===== config.mk =====
export PLATFORM = sky130hd
export DESIGN_NAME = i2c_bus_monitor
export DESIGN_NICKNAME = d
export VERILOG_FILES = /design/src/rtl/i2c_mon_pkg.sv /design/src/rtl/i2c_mon_sync.sv /design/src/rtl/i2c_mon_cond.sv /design/src/rtl/i2c_mon_addr_match.sv /design/src/rtl/i2c_bus_monitor.sv
export SDC_FILE = /design/constraint.sdc
export NUM_CORES = 1
export LEC_CHECK = 0
export BUFFER_PORTS_ARGS = -buffer_cell sky130_fd_sc_hd__buf_2
export CAP_MARGIN = 20
export CORE_UTILIZATION = 55
export CTS_CLUSTER_DIAMETER = 30
export DETAILED_ROUTE_END_ITERATION = 7
export PLACE_DENSITY = 0.95
export SKIP_LAST_GASP = 1
export SLEW_MARGIN = 20
export SYNTH_ARGS = -nofsm -noshare
export SYNTH_HDL_FRONTEND = slang
export SYNTH_SLANG_ARGS = --single-unit

===== constraint.sdc =====
create_clock -name clk_i -period 6.2 [get_ports clk_i]
set_input_delay 1.24 -clock clk_i [delete_from_list [all_inputs] [get_ports clk_i]]
set_output_delay 1.24 -clock clk_i [all_outputs]
set_load 0.1 [all_outputs]

===== src/rtl/i2c_mon_pkg.sv =====
package i2c_mon_pkg;
  localparam int unsigned BYTE_W = 8;
  localparam int unsigned WORD_W = BYTE_W + 1;
  typedef enum logic {PH_ADDR, PH_DATA} phase_e;
endpackage


===== src/rtl/i2c_mon_sync.sv =====
module i2c_mon_sync #(
  parameter int unsigned W = 2,
  parameter int unsigned STAGES = 2
) (
  input  logic         clk_i,
  input  logic         rst_ni,
  input  logic [W-1:0] d_i,
  output logic [W-1:0] q_o
);
  logic [STAGES-1:0][W-1:0] pipe_q;

  always_ff @(posedge clk_i or negedge rst_ni) begin
    if (!rst_ni) pipe_q <= '1; // idle bus is high
    else begin
      pipe_q[0] <= d_i;
      for (int s = 1; s < STAGES; s++) pipe_q[s] <= pipe_q[s-1];
    end
  end

  assign q_o = pipe_q[STAGES-1];
endmodule


===== src/rtl/i2c_mon_cond.sv =====
module i2c_mon_cond (
  input  logic clk_i,
  input  logic rst_ni,
  input  logic scl_i,
  input  logic sda_i,
  output logic start_o,
  output logic stop_o,
  output logic scl_rise_o
);
  logic scl_q, sda_q;

  always_ff @(posedge clk_i or negedge rst_ni) begin
    if (!rst_ni) begin
      scl_q <= 1'b1;
      sda_q <= 1'b1;
    end else begin
      scl_q <= scl_i;
      sda_q <= sda_i;
    end
  end

  assign start_o    = scl_q & scl_i & sda_q & ~sda_i;
  assign stop_o     = scl_q & scl_i & ~sda_q & sda_i;
  assign scl_rise_o = ~scl_q & scl_i;
endmodule


===== src/rtl/i2c_mon_addr_match.sv =====
module i2c_mon_addr_match #(
  parameter int unsigned SLOTS = 4,
  parameter int unsigned BW = 8
) (
  input  logic [BW-1:0]            addr_byte_i,
  input  logic [SLOTS-1:0][BW-1:0] slot_i,
  input  logic                     match_all_i,
  output logic                     hit_o
);
  logic [SLOTS-1:0] slot_hit;
  logic             is_gcall;

  assign is_gcall = (addr_byte_i[BW-1:1] == '0);

  for (genvar k = 0; k < SLOTS; k++) begin : g_slot
    logic live;
    assign live        = (slot_i[k] != '0);
    assign slot_hit[k] = live & (is_gcall ? slot_i[k][0]
                                          : (slot_i[k][BW-1:1] == addr_byte_i[BW-1:1]));
  end

  assign hit_o = match_all_i | (|slot_hit);
endmodule


===== src/rtl/i2c_bus_monitor.sv =====
module i2c_bus_monitor
  import i2c_mon_pkg::*;
#(
  parameter int unsigned SLOTS = 4,
  parameter int unsigned SYNC_STAGES = 2
) (
  input  logic                         clk_i,
  input  logic                         rst_ni,
  input  logic                         scl_i,
  input  logic                         sda_i,
  input  logic                         mon_en_i,
  input  logic                         match_all_i,
  input  logic [SLOTS-1:0][BYTE_W-1:0] slot_i,
  input  logic                         irq_clr_i,
  output logic                         irq_o,
  output logic                         matched_o,
  output logic                         dir_o,
  output logic [BYTE_W-1:0]            data_o,
  output logic [WORD_W-1:0]            buf_o,
  output logic                         scl_oe_o,
  output logic                         sda_oe_o
);
  localparam int unsigned CNT_W = $clog2(WORD_W);
  localparam logic [CNT_W-1:0] LAST_BIT = CNT_W'(WORD_W - 1);

  logic scl_s, sda_s, start_det, stop_det, scl_rise;
  logic addr_hit, word_done, irq_set;

  i2c_mon_sync #(.W(2), .STAGES(SYNC_STAGES)) u_sync (
    .clk_i(clk_i), .rst_ni(rst_ni), .d_i({scl_i, sda_i}), .q_o({scl_s, sda_s})
  );

  i2c_mon_cond u_cond (
    .clk_i(clk_i), .rst_ni(rst_ni), .scl_i(scl_s), .sda_i(sda_s),
    .start_o(start_det), .stop_o(stop_det), .scl_rise_o(scl_rise)
  );

  logic              active_q, rpt_q, matched_q, dir_q, irq_q;
  phase_e            phase_q;
  logic [CNT_W-1:0]  cnt_q;
  logic [BYTE_W-1:0] sh_q, data_q;
  logic [WORD_W-1:0] buf_q;

  i2c_mon_addr_match #(.SLOTS(SLOTS), .BW(BYTE_W)) u_match (
    .addr_byte_i(sh_q), .slot_i(slot_i), .match_all_i(match_all_i & mon_en_i), .hit_o(addr_hit)
  );

  assign word_done = active_q & scl_rise & (cnt_q == LAST_BIT) & ~start_det & ~stop_det;
  assign irq_set   = word_done & mon_en_i &
                     (((phase_q == PH_ADDR) & addr_hit) | ((phase_q == PH_DATA) & rpt_q));

  always_ff @(posedge clk_i or negedge rst_ni) begin
    if (!rst_ni) begin
      active_q  <= 1'b0;
      rpt_q     <= 1'b0;
      matched_q <= 1'b0;
      dir_q     <= 1'b0;
      phase_q   <= PH_ADDR;
      cnt_q     <= '0;
      sh_q      <= '0;
      data_q    <= '0;
      buf_q     <= '0;
    end else if (start_det) begin
      active_q  <= 1'b1;
      phase_q   <= PH_ADDR;
      cnt_q     <= '0;
      matched_q <= 1'b0;
      rpt_q     <= 1'b0;
    end else if (stop_det) begin
      active_q  <= 1'b0;
      matched_q <= 1'b0;
      rpt_q     <= 1'b0;
    end else if (active_q && scl_rise) begin
      if (cnt_q == LAST_BIT) begin
        cnt_q <= '0;
        if (phase_q == PH_ADDR) begin
          phase_q   <= PH_DATA;
          matched_q <= irq_set;
          rpt_q     <= irq_set;
          if (irq_set) dir_q <= sh_q[0];
        end else if (irq_set && dir_q && sda_s) begin
          rpt_q <= 1'b0; // NACK on read: stop reporting
        end
        if (irq_set) begin
          data_q <= sh_q;
          buf_q  <= {sh_q, sda_s};
        end
      end else begin
        sh_q  <= {sh_q[BYTE_W-2:0], sda_s};
        cnt_q <= cnt_q + 1'b1;
      end
    end
  end

  always_ff @(posedge clk_i or negedge rst_ni) begin
    if (!rst_ni)        irq_q <= 1'b0;
    else if (irq_set)   irq_q <= 1'b1;
    else if (irq_clr_i) irq_q <= 1'b0;
  end

  assign irq_o     = irq_q;
  assign matched_o = matched_q;
  assign dir_o     = dir_q;
  assign data_o    = data_q;
  assign buf_o     = buf_q;
  assign scl_oe_o  = 1'b0;
  assign sda_oe_o  = 1'b0;

  assert_irq_sticky_R10: assert property (@(posedge clk_i) disable iff (!rst_ni)
    (irq_o && !irq_clr_i) |=> irq_o);
  assert_irq_from_word_R7: assert property (@(posedge clk_i) disable iff (!rst_ni)
    $rose(irq_o) |-> $past(word_done));
  assert_data_hold_R7: assert property (@(posedge clk_i) disable iff (!rst_ni)
    !word_done |=> ($stable(data_o) && $stable(buf_o)));
  assert_stop_clears_R9: assert property (@(posedge clk_i) disable iff (!rst_ni)
    stop_det |=> !matched_o);
  assert_off_no_match_R6: assert property (@(posedge clk_i) disable iff (!rst_ni)
    !mon_en_i |=> !$rose(matched_o));
endmodule


Word level (Yosys, flattened, before mapping)

Index checks and enable logic that the tools add are counted.

ROM bits: 0
Bits in registers: 41
Word-level logic and storage cells: 100
Output and inout bits: 22
Bits in writable memories: 0
Latch bits: 0
Memories: 0

Mux-type cells: 27
Divide/modulo/power cells: 0
Shift operators: 0
Equal/unequal tests: 8
Reduce and logical (&&, ||, !) cells: 22
Add/subtract/negate cells: 1
Bitwise gates (word level): 28
Order comparisons: 0
$mul: 0

Operators with widths:

| operator            | number |
|---|---|
| $reduce_bool 8->1   | 4 |
| $eq 7x7->1          | 4 |
| $mux 1              | 23 |
| $and 1x1->1         | 19 |
| $mux 4              | 4 |
| $reduce_and 3->1    | 3 |
| $reduce_bool 2->1   | 4 |
| $logic_not 7->1     | 1 |
| $not 1->1           | 7 |
| $reduce_and 6->1    | 1 |
| $reduce_bool 3->1   | 2 |
| $reduce_and 5->1    | 1 |
| $add 4x1->4 const B | 1 |
| $eq 4x4->1 const B  | 1 |
| $ne 4x3->1 const B  | 1 |
| $reduce_and 4->1    | 1 |
| $reduce_or 4->1     | 1 |
| $logic_and 1x1->1   | 3 |
| $ne 3x3->1 const B  | 1 |
| $ne 2x2->1 const B  | 1 |
| $or 1x1->1          | 2 |
| $reduce_and 2->1    | 1 |

Depth between registers and ports, before layout

Gate-level depths: netlist (run 1).

Depth in word-level cells: 16
Gate-level depth with buffers: 9
Mapped depth without buffers: 8

Cells and area by module

Synthesis (run 1) repeated with hierarchy kept, for this count alone.

Cells, all modules: 170
Area total of the unflattened synthesis: 1,968.1 um2

By module, submodules not included:

| module             | times used | cells an instance | area an instance (um2) |
|---|---|---|---|
| i2c_bus_monitor    | 1          | 100               | 1,298.7 |
| i2c_mon_addr_match | 1          | 59                | 470.5 |
| i2c_mon_sync       | 1          | 6                 | 120.1 |
| i2c_mon_cond       | 1          | 5                 | 78.8 |

Worst setup path after synthesis (run 1)

Ideal clock, no wire load.

Kind: input to register
From: input slot_i[30] in the netlist's numbering
To: register data_q[0] (netlist: data_o[0])
Slack: 3.229 ns
Arrival: 2.844 ns
Stages: 6
Required time: 6.074 ns
Cells stage by stage: xor2_1 > or4b_2 > o221ai_1 > o31a_1 > buf_6 > mux2_4

Longest elaborated chain between the ends: 9
Elaborated cells between the ends (all ways): 10
Classes of those cells: eq/ne: 1; mux: 1; bitwise: 5; reduce/logical: 3

RTL lines:

| item                                  | line                     | source |
|---|---|---|
| from (decl)                           | i2c_bus_monitor.sv:13    | `input logic [SLOTS-1:0][BYTE_W-1:0] slot_i,` |
| $eq 7x7->1                            | i2c_mon_addr_match.sv:19 | `: (slot_i[k][BW-1:1] == addr_byte_i[BW-1:1]));` |
| $mux 1                                | i2c_mon_addr_match.sv:18 | `assign slot_hit[k] = live & (is_gcall ? slot_i[k][0]` |
| $and 1x1->1 (*)                       | i2c_mon_addr_match.sv:18 |  |
| $reduce_or 4->1 (*)                   | i2c_mon_addr_match.sv:22 | `assign hit_o = match_all_i \| (\|slot_hit);` |
| $or 1x1->1 (*)                        | i2c_mon_addr_match.sv:22 |  |
| $and 1x1->1 (*)                       | i2c_bus_monitor.sv:50    | `(((phase_q == PH_ADDR) & addr_hit) \| ((phase_q == PH_DATA) & rpt_q));` |
| $or 1x1->1 (*)                        | i2c_bus_monitor.sv:50    |  |
| $and 1x1->1 (*)                       | i2c_bus_monitor.sv:49    | `assign irq_set = word_done & mon_en_i &` |
| $reduce_and 5->1 (no source line) (*) | --                       |  |
| to (signal assigned)                  | i2c_bus_monitor.sv:85    | `data_q <= sh_q;` |
| to (decl)                             | i2c_bus_monitor.sv:41    | `logic [BYTE_W-1:0] sh_q, data_q;` |

Mark *: on every way between the ends. The rest lies on a longest branch, timed or not.
A chain may end at the register's enable or synchronous reset.

Worst setup path after layout (run 1)

From: input slot_i[30] in the netlist's numbering
To: register data_q[1] (netlist: data_o[1])

The elaborated chain is that of the path after synthesis.

==> reports/metrics.csv, run 1 <==
metric,value,unit
synthTopCellsByArea,"dfrtp_1, dfstp_2, xor2_1",
tns,0,ns
first_pass_iters,4,
drtIter0Drc,48,
insertion_delay,0.33,ns
synth_area_leader_cell,dfrtp_1,
final_antenna_net_count,0,
grt_first_pass_wirelength,6000,microns
dp_hpwl,3050,microns
vias,1471,
gp_congestion,0.835,
ys_warn_count,0,
htree_levels,2,
cts-buffers-inserted,5,
synthCells,177,
place_area,2140,sq um
ys_types,40,
dp_cells,264,
clockPowerShare,24.0,%
io_pins,61,
ir_drop,0.168,mV
clk_pin_slew,0.10,ns
synth_top_cell_area_share,35.2,%
period_share,50.9,%
nNetsFinal,266,
critPathLaunchType,primary input,
cts_num_sinks,33,
synth_commonest_cells,"dfrtp_1, xor2_1, nand2_1, xnor2_1",
numPortBuffers,58,
path_cells,"buf_2, xor2_1, or4b_2, o221ai_1, o31a_1, mux2_4",
outcome,"complete, no violations",
ctsLongestPathBuffers,2,
p_int,0.000323,W
cts.repair.resized,0,
antenna_found_initial,0,
worst_slew_pin_slew,0.883,ns
worst-path-buf-inv,1,
clock-skew-final,0.00888,ns
ys_async_sr_fraction,100,%
setup.worst_path.class,primary input to flip-flop,
hold_class,flip-flop to flip-flop,
power_frac_seq,54.4,%
grt_max_degree,34,
cap_violations,0,
p_sw,0.000147,W
dieArea,3730,sq um
die_h,61.1,microns
timing.fmax,317,MHz
grt_pass1_vias,1405,
final_cell_count_no_fill,272,
drive_gt1_share,41.2,%
ff_latch_area,833,sq um
drc,0,
synthFlopType,dfrtp_1,
synth-seq-cells,33,
coreArea,3340,sq um
final_cell_area,2190,sq um
diodes,0,
crit_slowest_cell,or4b_2,
grt_setup_unrepaired,no,
critPathMaxStageDelay,0.68,ns
setup_viol,0,
rows,21,
die_w,61.1,microns
start_util,57.5,%
cp-end-kind,flip-flop,
synth_most_common_cell,dfrtp_1,
synth_edf_count,0,
switching_share,31.3,%
finalPower,0.000470,W
avgSynthCellArea,10.8,sq um
critPathRequiredTime,6.42,ns
syn_area,1920,sq um
power_frac_comb,21.6,%
cts_tree,done,
wl_per_cell,14.4,microns
ys_seq_area_share,43.4,%
slew_headroom,40.5,%
arrival,3.37,ns
syn_to_final_growth,14.1,%
slew_viol_final,0,
critPathTopFamily,compound AO/OA/AOI/OAI gates,
drt-vias-per-instance,5.41,
grtUsageTotal,22.7,%
fillCellCount,265,
hold_viol_final,0,
worstPathMaxFanout,10,
fin_crit,3.15,ns
routed_wl,3920,microns
holdWs,0.361,ns
multi_input_area,922,sq um
p_leak,1.13,nW
post-cts-setup-buffers,0,
ctsHoldBuffers,0,
cts_root_buf,clkbuf_4,
powerDensity,215,nW/um^2
gr-total-overflow,0,
## power groups by stage
stage / registers, W / logic (W) / clock network, W
floorplan: 0.000242 / 0.0000833 / 0
global placement: 0.000259 / 0.0000942 / 0
detailed placement: 0.000259 / 0.000101 / 0
CTS: 0.000255 / 0.000102 / 0.000117
global route: 0.000258 / 0.000112 / 0.000126
finish: 0.000256 / 0.000101 / 0.000113
## cell usage in the layout, fill, tap and decap left out, types with 2 or more instances in the layout
cell type / synthesis / layout
a21oi_1: 3 / 3
buf_2: 4 / 58
clkbuf_4: 0 / 5
clkinv_2: 0 / 2
conb_1: 1 / 2
dfrtp_1: 27 / 27
dfstp_2: 6 / 6
ha_1: 2 / 2
inv_1: 7 / 7
mux2_2: 9 / 9
mux2_4: 10 / 10
nand2_1: 11 / 11
nand3_1: 2 / 2
nand4_1: 4 / 4
nor2_1: 7 / 7
nor3_1: 4 / 4
nor4_1: 8 / 8
o21ai_0: 9 / 9
or4_1: 2 / 2
xnor2_1: 11 / 11
xor2_1: 18 / 18
## area by class of cell
cell class                      instances  area share (%)
Multi-Input combinational cell        119            42.1
Sequential cell                        33            38.1
Timing Repair Buffer                   59            13.6
Tap cell                               46            2.63
Clock buffer                            6            1.89
Inverter                                7            1.20
Clock inverter                          2           0.457
## path summary, 6_finish.rpt
| check | start | to | slack, ns | cells past startpoint |
|---|---|---|---|---|
| hold / removal | u_sync.pipe_q[1] | u_sync.q_o[1] | 0.36 | 0 |
| setup reg to reg | sh_q[6] | data_o[1] | 3.48 | 5 |
| hold reg to reg | u_sync.pipe_q[1] | u_sync.q_o[1] | 0.36 | 0 |
| max in group asynchronous | rst_ni | sh_q[7] | 4.78 | 1 |
| min in group asynchronous | rst_ni | data_o[6] | 0.95 | 1 |
| setup / recovery | slot_i[30] | data_o[1] | 3.05 | 6 |
## registers in the layout, indices dropped and copies added, names as in the netlist, 2 cells and up
signal,flops
u_sync.q_o,2
u_sync.pipe_q,2
data_o,8
sh_q,8
cnt_q,4
## per-stage QoR
| step | util (%) | setup WS [ns] |
|---|---|---|
| finish | 65.6 | 3.05 |
| global route | 65.6 | 2.97 |
| CTS | 65.6 | 3.07 |
| detailed placement | 64.0 | 2.71 |
| global placement | 64.0 | 2.77 |
| floorplan | - | 3.23 |
## logic make-up (layout without fill, tap and decap cells)
group / after synthesis / after routing / share of synthesized area (%)
flip-flops: 33 / 33 / 43.4
adder cells (fa/ha/maj): 2 / 2 / 1.30
multiplexers: 19 / 19 / 13.1
buffers and inverters: 26 / 74 / 8.68
XOR/XNOR: 29 / 29 / 13.2
AO/OA/AOI/OAI: 24 / 24 / 8.15
AND/OR/NAND/NOR: 43 / 43 / 11.9
other: 1 / 2 / 0.196
## layer usage
layer	global-route usage (%)	wire length (microns)
met5	0	0
met4	14.3	134
met3	6.09	182
met2	37.3	1980
met1	26.4	1620
(Power assumes the default switching activity.)
==> run 2: changes to the inputs <==
--- a/config.mk
+++ b/config.mk
@@ -7,10 +7,10 @@
 export LEC_CHECK = 0
 export BUFFER_PORTS_ARGS = -buffer_cell sky130_fd_sc_hd__buf_2
 export CAP_MARGIN = 20
-export CORE_UTILIZATION = 55
+export CORE_UTILIZATION = 46
 export CTS_CLUSTER_DIAMETER = 30
 export DETAILED_ROUTE_END_ITERATION = 7
-export PLACE_DENSITY = 0.95
+export PLACE_DENSITY = 0.86
 export SKIP_LAST_GASP = 1
 export SLEW_MARGIN = 20
 export SYNTH_ARGS = -nofsm -noshare
==> constraint.sdc (replaced) <==
create_clock -name clk_i -period 2.5 [get_ports clk_i]
set_input_delay 0.5 -clock clk_i [delete_from_list [all_inputs] [get_ports clk_i]]
set_output_delay 0.5 -clock clk_i [all_outputs]
set_load 0.1 [all_outputs]
==> reports/metrics.csv, run 2 (synthesis results as in run 1) <==
metric,value,unit,change
cts.repair.resized,0,,unchanged
vias,1467,,"was 1,471"
final_util,58.3,%,was 65.6%
slew_viol_final,0,,unchanged
routed_wl,3860,microns,was 3920 microns
die_h,66.6,microns,was 61.1 microns
die_w,66.6,microns,was 61.1 microns
dieArea,4430,sq um,was 3730 sq um
dp_hpwl,3010,microns,was 3050 microns
period_share,95.2,%,
cts_root_buf,clkbuf_8,,was clkbuf_4
post-cts-setup-buffers,0,,unchanged
io_pins,61,,unchanged
p_leak,1.20,nW,was 1.13 nW
final_cell_mix,"buf_2, dfrtp_1, xor2_1",,unchanged
critPathMaxStageDelay,0.61,ns,was 0.68 ns
syn_to_final_growth,21.5,%,was 14.1%
antenna_found_initial,0,,unchanged
critPathTopFamily,flip-flops,,was compound AO/OA/AOI/OAI gates
grt_max_degree,34,,unchanged
switching_share,26.5,%,was 31.3%
wl_per_cell,13.6,microns,was 14.4 microns
htree_levels,2,,unchanged
fin_crit,2.38,ns,
finalPower,0.00140,W,was 0.000470 W
setup_viol,0,,unchanged
timing.fmax,420,MHz,
final_cell_count_no_fill,284,,was 272
grt_pass1_vias,1408,,"was 1,405"
clk_pin_slew,0.07,ns,was 0.10 ns
hold_class,primary input to asynchronous set/reset pin,,was flip-flop to flip-flop
ctsLongestPathBuffers,2,,unchanged
gp_congestion,0.925,,was 0.835
drt-vias-per-instance,5.17,,was 5.41
worst-path-buf-inv,1,,unchanged
dp_cells,276,,was 264
cts_tree,done,,unchanged
rows,23,,was 21
first_pass_iters,6,,was 4
critPathRequiredTime,2.67,ns,was 6.42 ns
final_antenna_net_count,0,,unchanged
cts-buffers-inserted,5,,unchanged
power_frac_seq,44.6,%,was 54.4%
p_int,0.00103,W,was 0.000323 W
setup.worst_path.class,flip-flop to flip-flop,,was primary input to flip-flop
cp-end-kind,flip-flop,,unchanged
worstPathMaxFanout,10,,unchanged
arrival,2.55,ns,was 3.37 ns
path_cells,"xnor2_1, nand4_1, or4_1, o211ai_1, o31a_1, buf_12, mux2_4",,"was buf_2, xor2_1, or4b_2, o221ai_1, o31a_1, mux2_4"
drc,0,,unchanged
ctsHoldBuffers,0,,unchanged
slew_headroom,53.6,%,was 40.5%
cts_num_sinks,33,,unchanged
drive_gt1_share,43.2,%,was 41.2%
drtIter0Drc,76,,was 48
crit_slowest_cell,dfrtp_1,,was or4b_2
final_common_cell,buf_2,,unchanged
diodes,0,,unchanged
clockPowerShare,36.4,%,was 24.0%
start_util,48.0,%,was 57.5%
p_sw,0.000372,W,was 0.000147 W
nNetsFinal,274,,was 266
ir_drop,0.367,mV,was 0.168 mV
tns,0,ns,unchanged
outcome,"complete, no violations",,unchanged
hold_viol_final,0,,unchanged
place_ws,0.0457,ns,was 2.71 ns
grt_setup_unrepaired,no,,unchanged
gr-total-overflow,0,,unchanged
worst_slew_pin_slew,0.696,ns,was 0.883 ns
insertion_delay,0.29,ns,was 0.33 ns
layout_setup_ws,0.120,ns,was 3.05 ns
grtUsageTotal,19.5,%,was 22.7%
critPathLaunchType,flip-flop,,was primary input
numPortBuffers,58,,unchanged
power_frac_comb,19.0,%,was 21.6%
cap_violations,0,,unchanged
grt_first_pass_wirelength,6300,microns,was 6000 microns
powerDensity,603,nW/um^2,was 215 nW/um^2
clock-skew-final,0.00759,ns,was 0.00888 ns
coreArea,4000,sq um,was 3340 sq um
-- run 2: cell types whose count changed in the layout (fill, tap and decap cells not counted) --
cell | previous run | this run
buf_4 | 1 | 8
clkbuf_8 | 0 | 6
clkbuf_4 | 5 | 0
clkinv_2 | 2 | 0
buf_12 | 0 | 1
bufinv_16 | 0 | 1
-- run 2: final cells by class --
| cell class | instances | area, sq um |
|---|---|---|
| clock inverters | 1 | 30.0 |
| flip-flops and latches | 33 | 833 |
| multi-input cells | 119 | 922 |
| clock buffers | 7 | 86.3 |
| repair buffers | 67 | 370 |
| fillers | 357 | 1670 |
| well taps | 50 | 62.6 |
| inverters | 7 | 26.3 |
-- run 2: final timing paths --
| check | startpoint | to | slack, ns | cells after the start |
|---|---|---|---|---|
| max in group asynchronous | rst_ni | sh_q[7] | 1.79 | 1 |
| min in group clk_i | scl_i | u_sync.pipe_q[1] | 0.31 | 1 |
| max | sh_q[3] | data_o[5] | 0.12 | 7 |
| max reg2reg | sh_q[3] | data_o[5] | 0.12 | 7 |
| min | rst_ni | data_o[0] | 0.25 | 1 |
| min reg2reg | u_sync.pipe_q[1] | u_sync.q_o[1] | 0.36 | 0 |
-- run 2: through the flow --
stage,area (sq um),hold WS (ns)
2_1_floorplan,1920,0.204
3_3_place_gp,2210,0.346
3_5_place_dp,2210,0.347
4_1_cts,2330,0.274
5_1_grt,2330,0.292
6_report,2330,0.249
-- run 2: power by group through the flow --
stage / combinational (W) / clock (W) / sequential, W
2_1_floorplan: 0.000207 / 0 / 0.000600
3_3_place_gp: 0.000261 / 0 / 0.000631
3_5_place_dp: 0.000267 / 0 / 0.000634
4_1_cts: 0.000268 / 0.000526 / 0.000624
5_1_grt: 0.000300 / 0.000543 / 0.000631
6_report: 0.000267 / 0.000511 / 0.000627
-- run 2: routing by layer --
layer  GRT usage (%)  share of wire (%)  routed length, microns  up-vias
li1                -                  -                       -      715
met1            23.9                 43                    1660      693
met2            31.6                 50                    1920       44
met3            4.45                4.5                     173       15
met4            10.1                2.7                     104        0
met5               0                  0                       0        -
